## src/rtl/bvm_pkg.sv

```systemverilog
// Shared definitions for the banked vector memory.
// Assumes: nothing beyond IEEE 1800-2017.
package bvm_pkg;

    typedef enum logic {
        ACC_READ  = 1'b0,
        ACC_WRITE = 1'b1
    } acc_kind_e;

    // Bank index of a word address: its low bits select the bank.
    function automatic int unsigned bank_sel_w(input int unsigned banks);
        return (banks <= 1) ? 1 : $clog2(banks);
    endfunction

endpackage

```

## src/rtl/bvm_agu.sv

```systemverilog
// Vector address generator: holds one command, emits the current element
// address and advances it by the stride each time an element issues.
// Assumes: step is only asserted while active; addresses wrap at 2**ADDR_W.
module bvm_agu
    import bvm_pkg::*;
#(
    parameter int ADDR_W = 8,
    parameter int LEN_W  = 8
) (
    input  logic              clk,
    input  logic              rst_n,
    input  logic              cmd_valid,
    output logic              cmd_ready,
    input  acc_kind_e         cmd_kind,
    input  logic [ADDR_W-1:0] cmd_start,
    input  logic [ADDR_W-1:0] cmd_stride,
    input  logic [LEN_W-1:0]  cmd_len,
    input  logic              step,
    output logic              active,
    output acc_kind_e         kind,
    output logic [ADDR_W-1:0] addr,
    output logic              done
);

    logic [ADDR_W-1:0] stride_q;
    logic [LEN_W-1:0]  left_q;

    assign cmd_ready = !active;

    // Command capture, address stepping and element countdown.
    always_ff @(posedge clk) begin
        if (!rst_n) begin
            active   <= 1'b0;
            kind     <= ACC_READ;
            addr     <= '0;
            stride_q <= '0;
            left_q   <= '0;
        end else if (!active) begin
            if (cmd_valid) begin
                active   <= 1'b1;
                kind     <= cmd_kind;
                addr     <= cmd_start;
                stride_q <= cmd_stride;
                left_q   <= cmd_len;
            end
        end else if (step) begin
            if (left_q == '0) begin
                active <= 1'b0;
            end else begin
                addr   <= addr + stride_q;
                left_q <= left_q - 1'b1;
            end
        end
    end

    // Completion pulse one cycle after the final element issues.
    always_ff @(posedge clk) begin
        if (!rst_n) done <= 1'b0;
        else        done <= active && step && (left_q == '0);
    end

endmodule

```

## src/rtl/bvm_bank_timer.sv

```systemverilog
// Per-bank occupancy counters: a bank hit by an access stays busy for
// BUSY_CYC cycles, counted from the edge that accepted the access.
// Assumes: at most one access per cycle; BUSY_CYC >= 1.
module bvm_bank_timer #(
    parameter int BANKS    = 16,
    parameter int BUSY_CYC = 4,
    parameter int BANK_W   = 4
) (
    input  logic              clk,
    input  logic              rst_n,
    input  logic              fire,
    input  logic [BANK_W-1:0] fire_bank,
    output logic [BANKS-1:0]  busy
);

    localparam int CNT_W = $clog2(BUSY_CYC + 1);
    localparam logic [CNT_W-1:0] RELOAD = CNT_W'(BUSY_CYC - 1);

    for (genvar b = 0; b < BANKS; b++) begin : g_bank
        logic [CNT_W-1:0] cnt;

        // Reload on an access to this bank, otherwise count down to idle.
        always_ff @(posedge clk) begin
            if (!rst_n)                                       cnt <= '0;
            else if (fire && (fire_bank == BANK_W'(b)))       cnt <= RELOAD;
            else if (cnt != '0)                               cnt <= cnt - 1'b1;
        end

        assign busy[b] = (cnt != '0);
    end

endmodule

```

## src/rtl/bvm_store.sv

```systemverilog
// Behavioural word storage with one access port and a registered read.
// Assumes: we and re are never both high; contents are not reset.
module bvm_store #(
    parameter int ADDR_W = 8,
    parameter int DATA_W = 16
) (
    input  logic              clk,
    input  logic              we,
    input  logic              re,
    input  logic [ADDR_W-1:0] addr,
    input  logic [DATA_W-1:0] wdata,
    output logic [DATA_W-1:0] rdata
);

    localparam int DEPTH = 1 << ADDR_W;

    logic [DATA_W-1:0] cells [DEPTH];

    // Single-port array access; read word is held until the next read.
    always_ff @(posedge clk) begin
        if (we) cells[addr] <= wdata;
        if (re) rdata <= cells[addr];
    end

endmodule

```

## src/rtl/banked_vector_mem.sv

```systemverilog
// Top level: strided vector engine over an interleaved banked memory.
// Issues one element per cycle unless the element's bank is busy, the
// write word is missing, or the read output slot is still occupied.
// Assumes: BANKS is a power of two no larger than 2**ADDR_W.
module banked_vector_mem
    import bvm_pkg::*;
#(
    parameter int ADDR_W   = 8,
    parameter int DATA_W   = 16,
    parameter int LEN_W    = 8,
    parameter int BANKS    = 16,
    parameter int BUSY_CYC = 4
) (
    input  logic              clk,
    input  logic              rst_n,
    input  logic              cmd_valid,
    output logic              cmd_ready,
    input  logic              cmd_write,
    input  logic [ADDR_W-1:0] cmd_start,
    input  logic [ADDR_W-1:0] cmd_stride,
    input  logic [LEN_W-1:0]  cmd_len,
    input  logic              wd_valid,
    output logic              wd_ready,
    input  logic [DATA_W-1:0] wd_data,
    output logic              rd_valid,
    input  logic              rd_ready,
    output logic [DATA_W-1:0] rd_data,
    output logic              done
);

    localparam int BANK_W = bank_sel_w(BANKS);

    logic              active;
    acc_kind_e         kind;
    logic [ADDR_W-1:0] cur_addr;
    logic [BANK_W-1:0] issue_bank;
    logic [BANKS-1:0]  busy;
    logic              bank_free;
    logic              rd_slot;
    logic              issue;
    logic              is_write;

    assign is_write   = (kind == ACC_WRITE);
    assign issue_bank = cur_addr[BANK_W-1:0];
    assign bank_free  = !busy[issue_bank];
    assign rd_slot    = !rd_valid || rd_ready;
    assign issue      = active && bank_free && (is_write ? wd_valid : rd_slot);
    assign wd_ready   = active && is_write && bank_free;

    bvm_agu #(
        .ADDR_W (ADDR_W),
        .LEN_W  (LEN_W)
    ) u_agu (
        .clk        (clk),
        .rst_n      (rst_n),
        .cmd_valid  (cmd_valid),
        .cmd_ready  (cmd_ready),
        .cmd_kind   (cmd_write ? ACC_WRITE : ACC_READ),
        .cmd_start  (cmd_start),
        .cmd_stride (cmd_stride),
        .cmd_len    (cmd_len),
        .step       (issue),
        .active     (active),
        .kind       (kind),
        .addr       (cur_addr),
        .done       (done)
    );

    bvm_bank_timer #(
        .BANKS    (BANKS),
        .BUSY_CYC (BUSY_CYC),
        .BANK_W   (BANK_W)
    ) u_timer (
        .clk       (clk),
        .rst_n     (rst_n),
        .fire      (issue),
        .fire_bank (issue_bank),
        .busy      (busy)
    );

    bvm_store #(
        .ADDR_W (ADDR_W),
        .DATA_W (DATA_W)
    ) u_store (
        .clk   (clk),
        .we    (issue && is_write),
        .re    (issue && !is_write),
        .addr  (cur_addr),
        .wdata (wd_data),
        .rdata (rd_data)
    );

    // Read output slot: filled by a read issue, emptied when taken.
    always_ff @(posedge clk) begin
        if (!rst_n)                  rd_valid <= 1'b0;
        else if (issue && !is_write) rd_valid <= 1'b1;
        else if (rd_ready)           rd_valid <= 1'b0;
    end

endmodule

```

## config.mk

```make
export PLATFORM = sky130hd
export DESIGN_NAME = banked_vector_mem
export DESIGN_NICKNAME = d
export VERILOG_FILES = /design/src/rtl/bvm_pkg.sv /design/src/rtl/bvm_agu.sv /design/src/rtl/bvm_bank_timer.sv /design/src/rtl/bvm_store.sv /design/src/rtl/banked_vector_mem.sv
export SDC_FILE = /design/constraint.sdc
export NUM_CORES = 2
export LEC_CHECK = 0
export BUFFER_PORTS_ARGS = -buffer_cell sky130_fd_sc_hd__buf_2
export CAP_MARGIN = 15
export CORE_MARGIN = 2
export CORE_UTILIZATION = 65
export CTS_BUF_LIST = sky130_fd_sc_hd__clkbuf_8
export CTS_CLUSTER_DIAMETER = 60
export CTS_CLUSTER_SIZE = 40
export DETAILED_ROUTE_END_ITERATION = 12
export PLACE_DENSITY = 0.83
export SLEW_MARGIN = 0
export SYNTH_ARGS = -nofsm -noshare
export SYNTH_HDL_FRONTEND = slang
export SYNTH_SLANG_ARGS = --single-unit
export TNS_END_PERCENT = 100
```

## constraint.sdc

```tcl
create_clock -name clk -period 7.55 [get_ports clk]
set_input_delay 0 -clock clk [delete_from_list [all_inputs] [get_ports clk]]
set_output_delay 0 -clock clk [all_outputs]
set_load 0.03 [all_outputs]
```

After elaboration in Yosys (flattened, before gate mapping)
Memory sizes are Yosys's and may differ from the RTL's. A register that Yosys moved wholly into a read port is not among the register bits.
Cells that the tools add are included.
{ "op_classes": {"add_sub_neg": 18, "n_lt_le_gt_ge": 1, "eq_ne": 17, "mux": 52, "n_bitwise": 2, "n_reduce_logical": 83} }
{ "ops": {"columns": ["op", "count"], "rows": [
  ["2-bit two-way mux", 32],
  ["8-bit two-way mux", 8],
  ["3-bit nonzero test", 16],
  ["3-bit by 1-bit subtractor with 3-bit output (second input constant)", 16],
  ["2-bit nonzero test", 18],
  ["4-bit equality test (second input constant)", 8],
  ["2-bit OR reduction", 16],
  ["1-bit logical AND", 24],
  ["4-bit by 3-bit equality test with 1-bit output (second input constant)", 4],
  ["1-bit two-way mux", 11],
  ["8-bit adder", 1],
  ["4-bit by 2-bit equality test with 1-bit output (second input constant)", 2],
  ["8-bit zero test", 1],
  ["8-bit by 1-bit subtractor with 8-bit output (second input constant)", 1],
  ["4-bit by 5-bit less-than comparator with 1-bit output (second input constant)", 1],
  ["1-bit binary-select mux with 4-bit select", 1],
  ["4-bit by 1-bit equality test with 1-bit output (second input constant)", 1],
  ["1-bit zero test", 4],
  ["4-bit zero test", 1],
  ["2-bit inequality test (second input constant)", 2],
  ["3-bit AND reduction", 1],
  ["1-bit inverter", 2],
  ["2-bit AND reduction", 1],
  ["1-bit logical OR", 1]
]} }
{ "word_totals": {"register_bits": 76, "ramBits": 4096, "inputBits": 46, "wordCells": 213, "mem_count": 1} }
{ "mem_list": {"columns": ["memory", "words", "width", "rd", "rd_clocked_by_memory_dff", "wr", "line", "text"], "rows": [
  ["u_store.cells", 256, 16, 1, 1, 1, "bvm_store.sv:17", "logic [DATA_W-1:0] cells [DEPTH];"]
]} }

Depth between registers and ports, before layout
{ "depth": {"word_depth": 9, "depth_mapped": 13, "depth_no_buf": 10} }

Hierarchy
Synthesis repeated with hierarchy kept, for this count alone.
{ "unflattened": {"cells_unflattened": 7246, "area_unflattened_um2": 160023.5} }
{ "by_module_without_submodules": {"columns": ["module", "n_inst", "cells_each", "area_per_inst_um2"], "rows": [
  ["bvm_store", 1, 6727, 155559.2],
  ["bvm_bank_timer", 1, 296, 2628.8],
  ["bvm_agu", 1, 197, 1594.0],
  ["banked_vector_mem", 1, 26, 241.5]
]} }

Worst setup path after synthesis
Ideal clock, no wire load.
{ "synth_path": {"path_type": "flip-flop to flip-flop", "start": "reg u_timer.g_bank[13].cnt[0]", "end": "mem u_store.cells[100][0], enable pin", "setup_ns": 0.388, "arrival_ns": 3.075, "setup_slack_ns": 4.087, "path_stages_with_launch": 13, "path_buffers": 3, "synth_period_minus_slack_ns": 3.463, "cell_sequence": "dfxtp_1 -> inv_1 -> ha_1 -> or3b_1 -> a32oi_1 -> o32ai_1 -> nor4b_2 -> and3_1 -> clkbuf_2 -> buf_4 -> nand3_2 -> buf_2 -> nor2_1"} }
{ "synth_between": {"elab_chain_cells": 9} }
{ "synth_rtl": {"columns": ["item", "line", "text"], "rows": [
  ["from (decl)", "bvm_bank_timer.sv:20", "logic [CNT_W-1:0] cnt;"],
  ["from (signal assigned)", "bvm_bank_timer.sv:26", "else if (cnt != '0) cnt <= cnt - 1'b1;"],
  ["3-bit nonzero test", "bvm_bank_timer.sv:29", "assign busy[b] = (cnt != '0);"],
  ["1-bit binary-select mux with 4-bit select", "banked_vector_mem.sv:45", "assign bank_free = !busy[issue_bank];"],
  ["1-bit two-way mux (not written as such)", "banked_vector_mem.sv:45", null],
  ["1-bit zero test", "banked_vector_mem.sv:45", null],
  ["1-bit logical AND (2 in series)", "banked_vector_mem.sv:47", "assign issue = active && bank_free && (is_write ? wd_valid : rd_slot);"],
  ["1-bit logical AND", "banked_vector_mem.sv:86", ".we (issue && is_write),"],
  ["1-bit two-way mux", "bvm_store.sv:21", "if (we) cells[addr] <= wdata;"],
  ["1-bit two-way mux (not written as such)", "bvm_store.sv:21", null],
  ["to (decl)", "bvm_store.sv:17", null]
]} }
Every way passes these cells. The select of a mux whose other input is x is not followed.

Final worst setup path
{ "layout_path": {"start": "reg u_agu.addr[1]", "end": "reg u_store.rdata[9], read port of u_store.cells (data pin)"} }
{ "layout_between": {"elab_chain_cells": 6} }
{ "layout_rtl": {"columns": ["item", "line", "text"], "rows": [
  ["from (decl)", "bvm_agu.sv:21", "output logic [ADDR_W-1:0] addr,"],
  ["from (signal assigned)", "bvm_agu.sv:42", "addr <= cmd_start;"],
  ["from (signal assigned)", "bvm_agu.sv:50", "addr <= addr + stride_q;"],
  ["1-bit binary-select mux with 4-bit select", "banked_vector_mem.sv:45", null],
  ["1-bit two-way mux (not written as such)", "banked_vector_mem.sv:45", null],
  ["1-bit zero test", "banked_vector_mem.sv:45", null],
  ["1-bit logical AND (2 in series)", "banked_vector_mem.sv:47", null],
  ["1-bit logical AND", "banked_vector_mem.sv:87", ".re (issue && !is_write),"],
  ["to (decl)", "bvm_store.sv:12", "output logic [DATA_W-1:0] rdata"]
]} }
Several ways; a longest one is shown, not always the timed one. The select of a mux whose other input is x is not followed.
A chain may end at the register's enable or synchronous reset.

==> impl_metrics.xml <==
<?xml version="1.0" encoding="UTF-8"?>
<metrics>
  <group name="run_status">
    <metric name="run_status" unit="">finished, final reports clean</metric>
  </group>
  <group name="pwr">
    <metric name="p_sw_share" unit="%">28.19</metric>
    <metric name="switching_power" unit="µW">12520</metric>
    <metric name="power_leakage" unit="µW">0.05217</metric>
    <metric name="intPower" unit="µW">31890</metric>
    <metric name="power_frac_seq" unit="%">58.3</metric>
    <metric name="power.share.clock" unit="%">25.7</metric>
    <metric name="power_density_over_the_cells" unit="nW/µm²">255.3</metric>
    <metric name="max-vdd-ir-drop" unit="mV">0.1967</metric>
    <metric name="comb_power_share" unit="%">16.0</metric>
  </group>
  <group name="hold_path">
    <metric name="holdPathStages" unit="">2</metric>
    <metric name="destination_of_the_worst_hold_path" unit="">u_store.cells[96][4]</metric>
    <metric name="holdCritPathClass" unit="">input pin to register</metric>
    <metric name="hold_path.startpoint" unit="">wd_data[4]</metric>
  </group>
  <group name="critical_path">
    <metric name="r2r.worst_path.cells" unit="">9</metric>
    <metric name="timing.reg2reg.setup_slack" unit="ns">1.53</metric>
    <metric name="critPathBufInv" unit="">2</metric>
    <metric name="critPathTopFamily" unit="">compound AO/OA/AOI/OAI gates</metric>
    <metric name="path_class" unit="">register to register</metric>
    <metric name="worstPathArrival" unit="ns">6.92</metric>
    <metric name="critPathLaunchType" unit="">register</metric>
    <metric name="critical_path.reg2reg.endpoint" unit="">u_store.rdata[9]</metric>
    <metric name="critPathMostFrequentCell" unit="">sky130_fd_sc_hd__o22ai_1</metric>
    <metric name="critPathCaptureType" unit="">register</metric>
    <metric name="critical-path-max-stage-delay" unit="ns">0.92</metric>
    <metric name="worstPathCellList" unit="">buf_12, buf_4, mux4_2, a22o_1, a221oi_1, o22ai_1, nor3_1, o22ai_1, or3_1</metric>
    <metric name="timing.rr.start" unit="">u_agu.addr[1]</metric>
    <metric name="cp_data_required_time" unit="ns">8.45</metric>
    <metric name="crit_path_top_delay_cell" unit="">sky130_fd_sc_hd__dfxtp_4</metric>
    <metric name="biggest_fanout_along_the_worst_timing_path" unit="">133</metric>
  </group>
  <group name="logic_synthesis">
    <metric name="ys_dominant_reg_cell" unit="">sky130_fd_sc_hd__edfxtp_1</metric>
    <metric name="post_synth_num_cell_types" unit="">68</metric>
    <metric name="synth.largest_area_cell" unit="">sky130_fd_sc_hd__edfxtp_1</metric>
    <metric name="sequential_element_share_of_the_synthesized_area" unit="%">77.48</metric>
    <metric name="yosysWarningCount" unit="">0</metric>
    <metric name="syn-cell-area" unit="µm²">161300</metric>
    <metric name="syn-instance-count" unit="">7071</metric>
    <metric name="synth_enable_flop_cells" unit="">4112</metric>
    <metric name="syn_nets" unit="">7158</metric>
    <metric name="syn_area_per_cell" unit="µm²">22.82</metric>
    <metric name="ys_ff_latch" unit="">4188</metric>
    <metric name="area_share_of_the_leading_cell_type_in_the_synthesized_netlist" unit="%">76.53</metric>
    <metric name="synth_top_cells_by_area" unit="">sky130_fd_sc_hd__edfxtp_1 77%, sky130_fd_sc_hd__mux4_2 16%, sky130_fd_sc_hd__dfxtp_1 0.94%</metric>
    <metric name="synth_async_sr_flop_share" unit="%">0</metric>
  </group>
  <group name="sta">
    <metric name="slew-limit-headroom" unit="%">3.582</metric>
    <metric name="worst_margin_slew" unit="ns">1.431</metric>
    <metric name="layout_min_cycle_time" unit="ns">6.019</metric>
    <metric name="fmax" unit="GHz">0.1661</metric>
    <metric name="timing.final.max_slew_violations" unit="">0</metric>
    <metric name="timing.setup.tns" unit="ns">0</metric>
    <metric name="rsz0062_at_grt" unit="">no</metric>
    <metric name="timing.final.hold_violations" unit="">0</metric>
    <metric name="timing.final.crit_share" unit="%">79.72</metric>
    <metric name="final.setup_skew" unit="ns">0.1427</metric>
    <metric name="report.final.setup_viol" unit="">0</metric>
  </group>
  <group name="placed_design">
    <metric name="finalWeightedCongestion" unit="">0.9299</metric>
    <metric name="placed_cells" unit="">10431</metric>
    <metric name="hpwl" unit="µm">251700</metric>
    <metric name="placement.io_buffers" unit="">65</metric>
  </group>
  <group name="final_layout">
    <metric name="layoutNonFillerInstCount" unit="">10950</metric>
    <metric name="area_growth_syn_to_layout" unit="%">7.814</metric>
    <metric name="n_fill_cell" unit="">13182</metric>
    <metric name="commonest_cells_after_routing_fill_and_taps_aside" unit="">4112 x sky130_fd_sc_hd__edfxtp_1, 1148 x sky130_fd_sc_hd__mux4_2, 360 x sky130_fd_sc_hd__buf_4, 291 x sky130_fd_sc_hd__nor2_1, 213 x sky130_fd_sc_hd__clkbuf_8</metric>
    <metric name="sequential_cell_area" unit="µm²">125000</metric>
    <metric name="finalNetCount" unit="">7534</metric>
    <metric name="multi_input_comb_area" unit="µm²">34150</metric>
    <metric name="final_core_util" unit="%">70.60</metric>
    <metric name="final_common_cell" unit="">sky130_fd_sc_hd__edfxtp_1</metric>
    <metric name="layout-drive-gt1-share" unit="%">26.72</metric>
  </group>
  <group name="grt">
    <metric name="grt_first_pass_wirelength" unit="µm">607300</metric>
    <metric name="antenna_found_initial" unit="">37</metric>
    <metric name="grt_util_all_layers" unit="%">34.80</metric>
    <metric name="grt_pass1_vias" unit="">80151</metric>
    <metric name="grt_start_max_net_pins" unit="">164</metric>
    <metric name="grt_remaining_overflow" unit="">0</metric>
  </group>
  <group name="flow_run">
    <metric name="drv.max_cap_violation_count" unit="">0</metric>
  </group>
  <group name="floorplan">
    <metric name="floorplan.initialDensity" unit="%">65.48</metric>
    <metric name="rows" unit="">182</metric>
    <metric name="die_h" unit="µm">502.2</metric>
    <metric name="boundaryPins" unit="">66</metric>
    <metric name="die_w" unit="µm">502.2</metric>
    <metric name="fp.dieArea" unit="µm²">252200</metric>
    <metric name="core_area" unit="µm²">246400</metric>
  </group>
  <group name="drt">
    <metric name="post_drt_via_cell_ratio" unit="">7.475</metric>
    <metric name="detail-route-antenna-nets" unit="">0</metric>
    <metric name="routed_wl" unit="µm">434900</metric>
    <metric name="first_pass_iters" unit="">10</metric>
    <metric name="drt_drc_violations_left" unit="">0</metric>
    <metric name="avgRoutedWirePerCell" unit="µm">39.72</metric>
    <metric name="dr.first_iter.drc_count" unit="">15379</metric>
    <metric name="vias" unit="">81855</metric>
  </group>
  <group name="cts">
    <metric name="worst_setup_hold_path_clk_slew" unit="ns">0.19</metric>
    <metric name="post_cts_hold_buffer_count" unit="">128</metric>
    <metric name="clk_latency" unit="ns">1.16</metric>
    <metric name="clk_root_buffer_cell" unit="">sky130_fd_sc_hd__clkbuf_8</metric>
    <metric name="number_of_cts_inserted_buffers" unit="">192</metric>
    <metric name="cts-resized-gates" unit="">0</metric>
    <metric name="cts.path.max_buffers" unit="">3</metric>
    <metric name="clock-sinks" unit="">4188</metric>
    <metric name="clock_tree.htree_level_count" unit="">4</metric>
    <metric name="cts_tree" unit="">done</metric>
    <metric name="postCtsSetupRepairBufs" unit="">0</metric>
  </group>
</metrics>
[layout make-up]
| cell class | count | share of cell area [%] |
|---|---|---|
| multi-input cells | 2438 | 19.63 |
| inverters | 52 | 0.1122 |
| diodes | 21 | 0.03021 |
| clock inverters | 168 | 1.605 |
| repair buffers | 575 | 2.814 |
| clock buffers | 196 | 1.551 |
| flip-flops and latches | 4188 | 71.87 |
| well taps | 3312 | 2.382 |
[per-stage QoR]
| step | hold slack, ns | worst slack [ns] | instance area, µm² | power (µW) |
|---|---|---|---|---|
| 2_1_floorplan | 0.09887 | 4.087 | 161300 | 30620 |
| 3_3_place_gp | 0.2443 | 1.606 | 167000 | 32920 |
| 3_5_place_dp | 0.2498 | 1.354 | 167000 | 33120 |
| 4_1_cts | 0.0005874 | 1.328 | 173800 | 44160 |
| 5_1_grt | 0.07234 | 1.317 | 173900 | 45290 |
| 6_report | 0.01926 | 1.531 | 173900 | 44410 |
[worst reg2reg max path, cell delays in order, from the launching register on]
cell and delay (ns):
sky130_fd_sc_hd__dfxtp_4 0.92, sky130_fd_sc_hd__buf_12 0.65, sky130_fd_sc_hd__buf_4 0.95, sky130_fd_sc_hd__mux4_2 0.47, sky130_fd_sc_hd__a22o_1 0.25, sky130_fd_sc_hd__a221oi_1 0.40, sky130_fd_sc_hd__o22ai_1 0.32, sky130_fd_sc_hd__nor3_1 0.90
sky130_fd_sc_hd__o22ai_1 0.46, sky130_fd_sc_hd__or3_1 0.47
[cells in the mapped netlist, types with 3 or more instances]
library cell               instances
sky130_fd_sc_hd__a221oi_1         41
sky130_fd_sc_hd__nand2b_1         29
sky130_fd_sc_hd__mux4_2         1148
sky130_fd_sc_hd__a211oi_1         15
sky130_fd_sc_hd__buf_1            47
sky130_fd_sc_hd__nor3_1           56
sky130_fd_sc_hd__a21boi_0          7
sky130_fd_sc_hd__nor4_1           11
sky130_fd_sc_hd__ha_1             40
sky130_fd_sc_hd__nand2_1          98
sky130_fd_sc_hd__nor2b_1          22
sky130_fd_sc_hd__o31ai_1           7
sky130_fd_sc_hd__buf_2           108
sky130_fd_sc_hd__or3_1            10
sky130_fd_sc_hd__mux2_2            5
sky130_fd_sc_hd__dfxtp_1          76
sky130_fd_sc_hd__nand3b_1          3
sky130_fd_sc_hd__nand3_2          10
sky130_fd_sc_hd__xnor2_1          20
sky130_fd_sc_hd__o32ai_1          16
sky130_fd_sc_hd__a22o_1           42
sky130_fd_sc_hd__a22oi_1         101
sky130_fd_sc_hd__nand3_1          42
sky130_fd_sc_hd__nand4_1          12
sky130_fd_sc_hd__and2_1            6
sky130_fd_sc_hd__clkinv_1          3
sky130_fd_sc_hd__o22ai_1          56
sky130_fd_sc_hd__buf_6            52
sky130_fd_sc_hd__and3_1            7
sky130_fd_sc_hd__buf_4            44
sky130_fd_sc_hd__mux2i_1         118
sky130_fd_sc_hd__a21oi_1          92
sky130_fd_sc_hd__clkbuf_1        141
sky130_fd_sc_hd__o21ai_0          17
sky130_fd_sc_hd__o221ai_1          4
sky130_fd_sc_hd__nor2_1          331
sky130_fd_sc_hd__o21a_1           33
sky130_fd_sc_hd__edfxtp_1       4112
sky130_fd_sc_hd__inv_1            48
sky130_fd_sc_hd__or4_1             4
[how the worst max path moves through the flow]
stage	from	cells after the start	end	slack (ns)
global placement	u_agu.addr[0]	8	u_store.cells[206][10]	1.61
finish	u_agu.addr[1]	9	u_store.rdata[9]	1.53
CTS	u_agu.addr[0]	8	u_store.cells[206][0]	1.33
detailed placement	u_agu.addr[0]	8	u_store.cells[206][0]	1.35
global route	u_agu.addr[0]	7	u_store.cells[48][9]	1.32
floorplan	u_timer.g_bank[13].cnt[0]	12	u_store.cells[100][0]	4.09
[per-layer routing]
layer | up-vias | GRT usage (%) | part of all wire [%]
met1 | 41891 | 44.98 | 31
met3 | 1476 | 11.55 | 15
met2 | 7882 | 52.48 | 47
met4 | 28 | 20.24 | 7.2
met5 | - | 0 | 0.067
li1 | 30578 | - | -
[state kept, by name, indices dropped and copies added, names as in the netlist]
register and flops:
rd_valid 1, u_agu.active 1, u_agu.addr 8, u_agu.done 1, u_agu.kind 1, u_agu.left_q 8
u_agu.stride_q 8, u_store.cells 4096, u_store.rdata 16, u_timer.g_bank.cnt 48
[power groups by stage]
stage,sequential [µW],clock (µW),combinational [µW]
final,25900,11400,7110
after global routing,25900,12100,7300
after CTS,25900,11400,6870
after detailed placement,26400,0,6740
after global placement,26400,0,6550
after floorplan,26300,0,4340
[cells by family (layout without fill, tap and decap cells)]
family / after synthesis / after routing / share of synthesized area (%)
other: 0 / 21 / 0
muxes: 1271 / 1271 / 16.79
and+or+nand+nor: 654 / 654 / 1.843
xor gates and xnor gates: 21 / 21 / 0.1140
DFF: 4188 / 4188 / 77.48
adders and majority gates: 41 / 41 / 0.3226
AOI/OAI and AO/OA: 451 / 451 / 1.988
buffers and inverters: 445 / 991 / 1.464
(Power assumes the default switching activity.)
